===== config.mk =====
export PLATFORM = sky130hd
export DESIGN_NAME = rst_stretch_seq
export DESIGN_NICKNAME = d
export VERILOG_FILES = /design/src/rtl/rstseq_pkg.sv /design/src/rtl/rstseq_sync.sv /design/src/rtl/rstseq_delay_cnt.sv /design/src/rtl/rstseq_fanout.sv /design/src/rtl/rst_stretch_seq.sv
export SDC_FILE = /design/constraint.sdc
export NUM_CORES = 1
export LEC_CHECK = 0
export BUFFER_PORTS_ARGS = -buffer_cell sky130_fd_sc_hd__buf_2
export CORE_MARGIN = 1
export CORE_UTILIZATION = 59
export CTS_CLUSTER_SIZE = 28
export DETAILED_ROUTE_END_ITERATION = 16
export MAX_ROUTING_LAYER = met4
export PLACE_DENSITY = 0.92
export SLEW_MARGIN = 20
export SYNTH_ARGS = -nofsm -noshare
export SYNTH_HDL_FRONTEND = slang
export SYNTH_SLANG_ARGS = --single-unit

===== constraint.sdc =====
create_clock -name ref_clk -period 3.1 [get_ports ref_clk]
set_clock_uncertainty 0.1 [all_clocks]
set_input_delay 0.62 -clock ref_clk [delete_from_list [all_inputs] [get_ports ref_clk]]
set_output_delay 0.62 -clock ref_clk [all_outputs]
set_load 0.01 [all_outputs]

===== src/rtl/rstseq_pkg.sv =====
package rstseq_pkg;

   // Bits needed to hold every value from 0 up to and including max_val.
   function automatic int unsigned count_width(input int unsigned max_val);
      return (max_val < 2) ? 1 : $clog2(max_val + 1);
   endfunction

endpackage


===== src/rtl/rstseq_sync.sv =====
// Shift register that is cleared asynchronously and filled with ones on the
// clock. Its output rises STAGES edges after the clear goes away.
module rstseq_sync #(
   parameter int unsigned STAGES = 2
) (
   input  logic ref_clk,
   input  logic arst_n,
   output logic sync_n
);
   logic [STAGES-1:0] pipe_q;

   always_ff @(posedge ref_clk or negedge arst_n) begin
      if (!arst_n) pipe_q <= '0;
      else         pipe_q <= {pipe_q[STAGES-2:0], 1'b1};
   end

   assign sync_n = pipe_q[STAGES-1];
endmodule


===== src/rtl/rstseq_delay_cnt.sv =====
// Counts reference clock cycles while run is high and sets done on the edge
// where the count reaches DELAY_CYCLES. Both are cleared asynchronously.
module rstseq_delay_cnt #(
   parameter int unsigned DELAY_CYCLES = 65536,
   parameter int unsigned CNT_W        = 17
) (
   input  logic ref_clk,
   input  logic arst_n,
   input  logic run,
   output logic done
);
   localparam logic [CNT_W-1:0] LAST = CNT_W'(DELAY_CYCLES - 1);

   logic [CNT_W-1:0] cnt_q;
   logic             done_q;

   always_ff @(posedge ref_clk or negedge arst_n) begin
      if (!arst_n) begin
         cnt_q  <= '0;
         done_q <= 1'b0;
      end else if (run && !done_q) begin
         cnt_q <= cnt_q + 1'b1;
         if (cnt_q == LAST) done_q <= 1'b1;
      end
   end

   assign done = done_q;
endmodule


===== src/rtl/rstseq_fanout.sv =====
// Copies the board reset to the power-on outputs and spreads the done flag
// to all delayed outputs.
module rstseq_fanout #(
   parameter int unsigned NUM_POR = 2,
   parameter int unsigned NUM_SYS = 3
) (
   input  logic               board_por_n,
   input  logic               done,
   output logic [NUM_POR-1:0] por_out_n,
   output logic               bus_rst_n,
   output logic [NUM_SYS-1:0] sys_rst_n,
   output logic               released
);
   for (genvar p = 0; p < NUM_POR; p++) begin : g_por
      assign por_out_n[p] = board_por_n;
   end

   for (genvar s = 0; s < NUM_SYS; s++) begin : g_sys
      assign sys_rst_n[s] = done;
   end

   assign bus_rst_n = done;
   assign released  = done;
endmodule


===== src/rtl/rst_stretch_seq.sv =====
module rst_stretch_seq #(
   parameter int unsigned DELAY_CYCLES = 65536,
   parameter int unsigned SYNC_STAGES  = 2,
   parameter int unsigned NUM_POR      = 2,
   parameter int unsigned NUM_SYS      = 3
) (
   input  logic               ref_clk,
   input  logic               board_por_n,
   input  logic               sys_req_n,
   output logic [NUM_POR-1:0] por_out_n,
   output logic               bus_rst_n,
   output logic [NUM_SYS-1:0] sys_rst_n,
   output logic               released
);
   import rstseq_pkg::*;

   localparam int unsigned CNT_W = count_width(DELAY_CYCLES);

   if (DELAY_CYCLES < 1) begin : g_bad_delay
      $error("DELAY_CYCLES must be at least 1");
   end
   if (SYNC_STAGES < 2) begin : g_bad_sync
      $error("SYNC_STAGES must be at least 2");
   end
   if (NUM_POR < 1 || NUM_SYS < 1) begin : g_bad_width
      $error("NUM_POR and NUM_SYS must be at least 1");
   end

   // Either request low clears the whole sequencer at once.
   logic arst_n;
   logic run;
   logic done;

   assign arst_n = board_por_n & sys_req_n;

   rstseq_sync #(.STAGES(SYNC_STAGES)) u_sync (
      .ref_clk (ref_clk),
      .arst_n  (arst_n),
      .sync_n  (run)
   );

   rstseq_delay_cnt #(.DELAY_CYCLES(DELAY_CYCLES), .CNT_W(CNT_W)) u_cnt (
      .ref_clk (ref_clk),
      .arst_n  (arst_n),
      .run     (run),
      .done    (done)
   );

   rstseq_fanout #(.NUM_POR(NUM_POR), .NUM_SYS(NUM_SYS)) u_fan (
      .board_por_n (board_por_n),
      .done        (done),
      .por_out_n   (por_out_n),
      .bus_rst_n   (bus_rst_n),
      .sys_rst_n   (sys_rst_n),
      .released    (released)
   );
endmodule


== Word level (Yosys, flattened, before mapping) ==
Index checks and enable logic that the tools add are counted.

* Flip-flop bits (word level): 20
* Bits in latches: 0
* Bits in writable memories: 0
* Memory bits (read-only): 0
* Input port bits: 3
* Output and inout port bits: 7
* Memories: 0

* $add $sub $neg: 1
* Multipliers: 0
* Div/mod/pow operators: 0
* Order comparisons: 0
* Equal/unequal tests: 1
* Shift operators: 0
* Muxes and demuxes: 0
* Bitwise gates (word level): 1
* Reduce and logical (&&, ||, !) cells: 3

{| class="wikitable"
|+ Operators with widths
! kind !! count
|-
| $add A17 B1 Y17 const B || 1
|-
| $eq A17 B16 Y1 const B || 1
|-
| $reduce_and A2 Y1 || 1
|-
| $and A1 B1 Y1 || 1
|-
| $logic_and A1 B1 Y1 || 1
|-
| $logic_not A1 Y1 || 1
|}

== Logic depth before layout (Yosys ltp) ==
* Depth in word-level cells: 3
* Mapped depth: 5

== Hierarchy ==
A second synthesis with hierarchy kept.

* Cell total of the unflattened synthesis: 81
* Area total of the unflattened synthesis: 965.9 µm²

{| class="wikitable"
|+ By module, submodules not included
! module !! times used !! cells each !! area an instance (µm²)
|-
| rstseq_delay_cnt || 1 || 70 || 853.3
|-
| rstseq_sync || 1 || 3 || 53.8
|-
| rstseq_fanout || 1 || 7 || 52.6
|-
| rst_stretch_seq || 1 || 1 || 6.3
|}

== Worst setup path before layout ==
Ideal clock, no wire load.

* Path kind: reg-to-reg
* Start: reg u_cnt.cnt_q[4]
* End: reg u_cnt.cnt_q[16]
* Library setup time: 0.083 ns
* Data arrival time: 1.342 ns
* Data required time: 2.917 ns
* Setup slack: 1.575 ns
* Stages on the path, launching flop included: 6
* Cell sequence: dfrtp_1 -> nand4_2 -> or2_1 -> nor3_1 -> ha_1 -> o21ai_0

* Word-level cells in the longest chain between the ends: 1

{| class="wikitable"
|+ RTL lines
! element !! RTL line !! RTL
|-
| start, declared || rstseq_delay_cnt.sv:14 || <nowiki>logic [CNT_W-1:0] cnt_q;</nowiki>
|-
| start signal, assigned || rstseq_delay_cnt.sv:22 || <nowiki>cnt_q <= cnt_q + 1'b1;</nowiki>
|-
| $add A17 B1 Y17 || rstseq_delay_cnt.sv:22 ||
|}

No other way between the ends.
A chain may end at the register's enable or synchronous reset.

== Worst setup path in the final report ==
Ends and elaborated chain as after synthesis.

==> results.json <==
{
  "status": "finished, final reports clean",
  "die_w_um": 41.6,
  "num_rows": 13,
  "multi_input_area_um2": 374,
  "cts_root_buffer": "clkbuf_4",
  "powerDensity_mw_per_mm2": 600,
  "clk_latency_ps": 300,
  "min_path_cells": 0,
  "pre_cts_ws_ps": 1420,
  "crit_family": "simple AND/OR/NAND/NOR gates",
  "reg2reg_slack_ps": 1400,
  "coreArea_mm2": 0.00138,
  "path_cells": "nand4_2 > or2_1 > nor3_1 > ha_1 > o21ai_0",
  "critical_path_arrival_ps": 1820,
  "antenna_found_initial": 0,
  "die_h_um": 41.6,
  "synth_fa_ha_area_share_pct": 2.71,
  "clock-sinks": 20,
  "layout-drive-gt1-share_pct": 18.7,
  "nets": 97,
  "swShare_pct": 28.7,
  "drv_cap": 0,
  "clk_path_buf_depth": 2,
  "cts_tree": "yes",
  "combPwrFrac_pct": 15.3,
  "dr.pass1.iters": 1,
  "grt_pass1_wl_mm": 2.44,
  "yosysUniqueCellTypes": 23,
  "num_antenna_cells": 0,
  "dpl_cell_area_um2": 942,
  "postCtsSetupRepairBufs": 0,
  "wl_per_cell_um": 12.8,
  "overflow": 0,
  "synth_top_family_by_area": "simple AND/OR/NAND/NOR gates",
  "synthMuxAreaShare_pct": 0,
  "timing.fmax_mhz": 590,
  "crit_path_start_kind": "flop",
  "place_hpwl_mm": 1.02,
  "hold_end": "u_sync.pipe_q[1]",
  "drt_wl_total_mm": 1.35,
  "io_buffers": 9,
  "num_vias": 576,
  "crit_type": "reg -> reg",
  "r2r_start": "u_cnt.cnt_q[4]",
  "regArea_um2": 500,
  "synthesis.nets": 89,
  "syn_area_per_cell_um2": 11.0,
  "synth_xor_area_share_pct": 14.2,
  "grt_use_total_pct": 19.4,
  "ioPinCount": 10,
  "route.detailed.drc": 0,
  "final_area_um2": 978,
  "final-max-slew-violation-count": 0,
  "area_delta_synth_final_pct": 5.96,
  "vdd.ir_drop.worst_mv": 0.409,
  "finalHoldViolCount": 0,
  "p_clk_share_pct": 25.6,
  "yosysWarnings": 0,
  "worstPathMaxFanout": 5,
  "fillers": 102,
  "first_global_vias": 548,
  "utilization_pct": 70.8,
  "hold_class": "reg -> reg",
  "synth_compound_area_share_pct": 1.36,
  "rsz0062_at_grt": "false",
  "synth-seq-cells": 20,
  "syn_inst": 84,
  "cts_max_level": 1,
  "synth-simple-area-share_pct": 21.8,
  "die_area_mm2": 0.00173,
  "fin_crit_sh_pct": 54.7,
  "cpMaxStageDelayCell": "dfrtp_1",
  "holdCritStartpoint": "u_sync.pipe_q[0]",
  "reg2regPathDepth": 5,
  "gp_congestion": 0.757,
  "worst_ep_required_time_ps": 3220,
  "endpoint_kind": "flop",
  "drtIter0Drc": 0,
  "synthesis.area_um2": 923,
  "routed_via_density": 5.43,
  "sequentialPowerShare_pct": 59.2,
  "cts-buffers-inserted": 3,
  "setup-violations-final": 0,
  "worst_pin_slew_ps": 846,
  "start_util_pct": 66.8,
  "slowest_delay_ps": 440,
  "cts_hold_buf": 0,
  "drtAntennaViolNets": 0,
  "cts_resized": 0,
  "setup_tns_ps": 0,
  "critPathBufInv": 0,
  "layout_setup_ws_ps": 1400,
  "grt_max_degree": 21,
  "fin_crit_ps": 1700,
  "p_switching_uw": 169,
  "slew_headroom_pct": 43.6,
  "p_leak_nw": 0.487,
  "r2r-end": "u_cnt.cnt_q[16]",
  "yosysSeqAreaShare_pct": 54.2,
  "p_int_uw": 418,
  "cts.clk_slew.worst_paths_ps": 100
}
metrics by stage:
stage	cells	hold WS, ps	total power, mW
after floorplan	84	231	0.420
after global placement	102	233	0.437
after detailed placement	102	246	0.444
after CTS	106	270	0.591
after global routing	106	277	0.616
final	106	268	0.587
logic make-up after synthesis:
kind of cell               after synthesis
and+or+nand+nor                         37
DFF                                     20
xor gates and xnor gates                15
buffers and inverters                    7
AOI/OAI and AO/OA                        2
adders and majority gates                2
other                                    1
layout by cell type, fill, tap and decap left out, drive strengths merged:
cell type	n
a21o	1
and2	2
and3	3
and4	1
buf	9
clkbuf	4
conb	1
dfrtp	20
ha	2
inv	1
nand2	11
nand2b	1
nand3	6
nand4	4
nor2	3
nor2b	1
nor3	4
o21ai	1
or2	1
xnor2	10
xor2	5
routing by layer:
metal / global-route usage (%) / share of wire [%] / up-vias
met4: 7.74 / 1.4 / 0
met5: - / 0 / -
li1: - / - / 287
met2: 31.3 / 49 / 7
met1: 24.0 / 47 / 280
met3: 3.91 / 2.5 / 2
state kept, by name, indices dropped and copies added (netlist names):
signal,flops
u_cnt.cnt_q,17
u_cnt.done,1
u_sync.pipe_q,2
cell usage after synthesis:
library cell | n | area, µm²
nand2b_1 | 1 | 6.26
dfrtp_1 | 20 | 500
a21o_1 | 1 | 7.51
nor3_2 | 1 | 10.0
xnor2_1 | 10 | 87.6
nand2_1 | 11 | 41.3
conb_1 | 1 | 3.75
and3_1 | 2 | 12.5
nor2b_2 | 1 | 8.76
buf_4 | 6 | 45.0
nor3_1 | 3 | 15.0
inv_1 | 1 | 3.75
o21ai_0 | 1 | 5.00
and4_1 | 1 | 8.76
and2_1 | 2 | 12.5
ha_1 | 2 | 25.0
or2_1 | 1 | 6.26
nand4_1 | 3 | 18.8
nand3_1 | 6 | 30.0
xor2_1 | 5 | 43.8
and3_2 | 1 | 7.51
nor2_1 | 3 | 11.3
nand4_2 | 1 | 12.5
worst max path at each step:
stage | from | to | slack [ps] | depth (start not counted)
after global placement | u_cnt.cnt_q[4] | u_cnt.cnt_q[16] | 1460 | 5
after floorplan | u_cnt.cnt_q[4] | u_cnt.cnt_q[16] | 1580 | 5
after CTS | u_cnt.cnt_q[4] | u_cnt.cnt_q[16] | 1390 | 5
final | u_cnt.cnt_q[4] | u_cnt.cnt_q[16] | 1400 | 5
after global routing | u_cnt.cnt_q[4] | u_cnt.cnt_q[16] | 1280 | 5
after detailed placement | u_cnt.cnt_q[4] | u_cnt.cnt_q[16] | 1420 | 5
power by group through the flow:
| stage | Sequential (mW) | Clock, mW | Combinational (mW) |
|---|---|---|---|
| final | 0.347 | 0.150 | 0.0897 |
| after global routing | 0.353 | 0.160 | 0.103 |
| after CTS | 0.348 | 0.152 | 0.0909 |
| after detailed placement | 0.354 | 0 | 0.0904 |
| after global placement | 0.350 | 0 | 0.0870 |
| after floorplan | 0.343 | 0 | 0.0768 |
final cells by class:
cell class	instances	share of cell area, %
flip-flops and latches	20	51.2
multi-input cells	57	38.2
repair buffers	9	4.60
clock buffers	4	3.71
well taps	15	1.92
inverters	1	0.384
No activity file was read; power rests on OpenSTA's default activity.
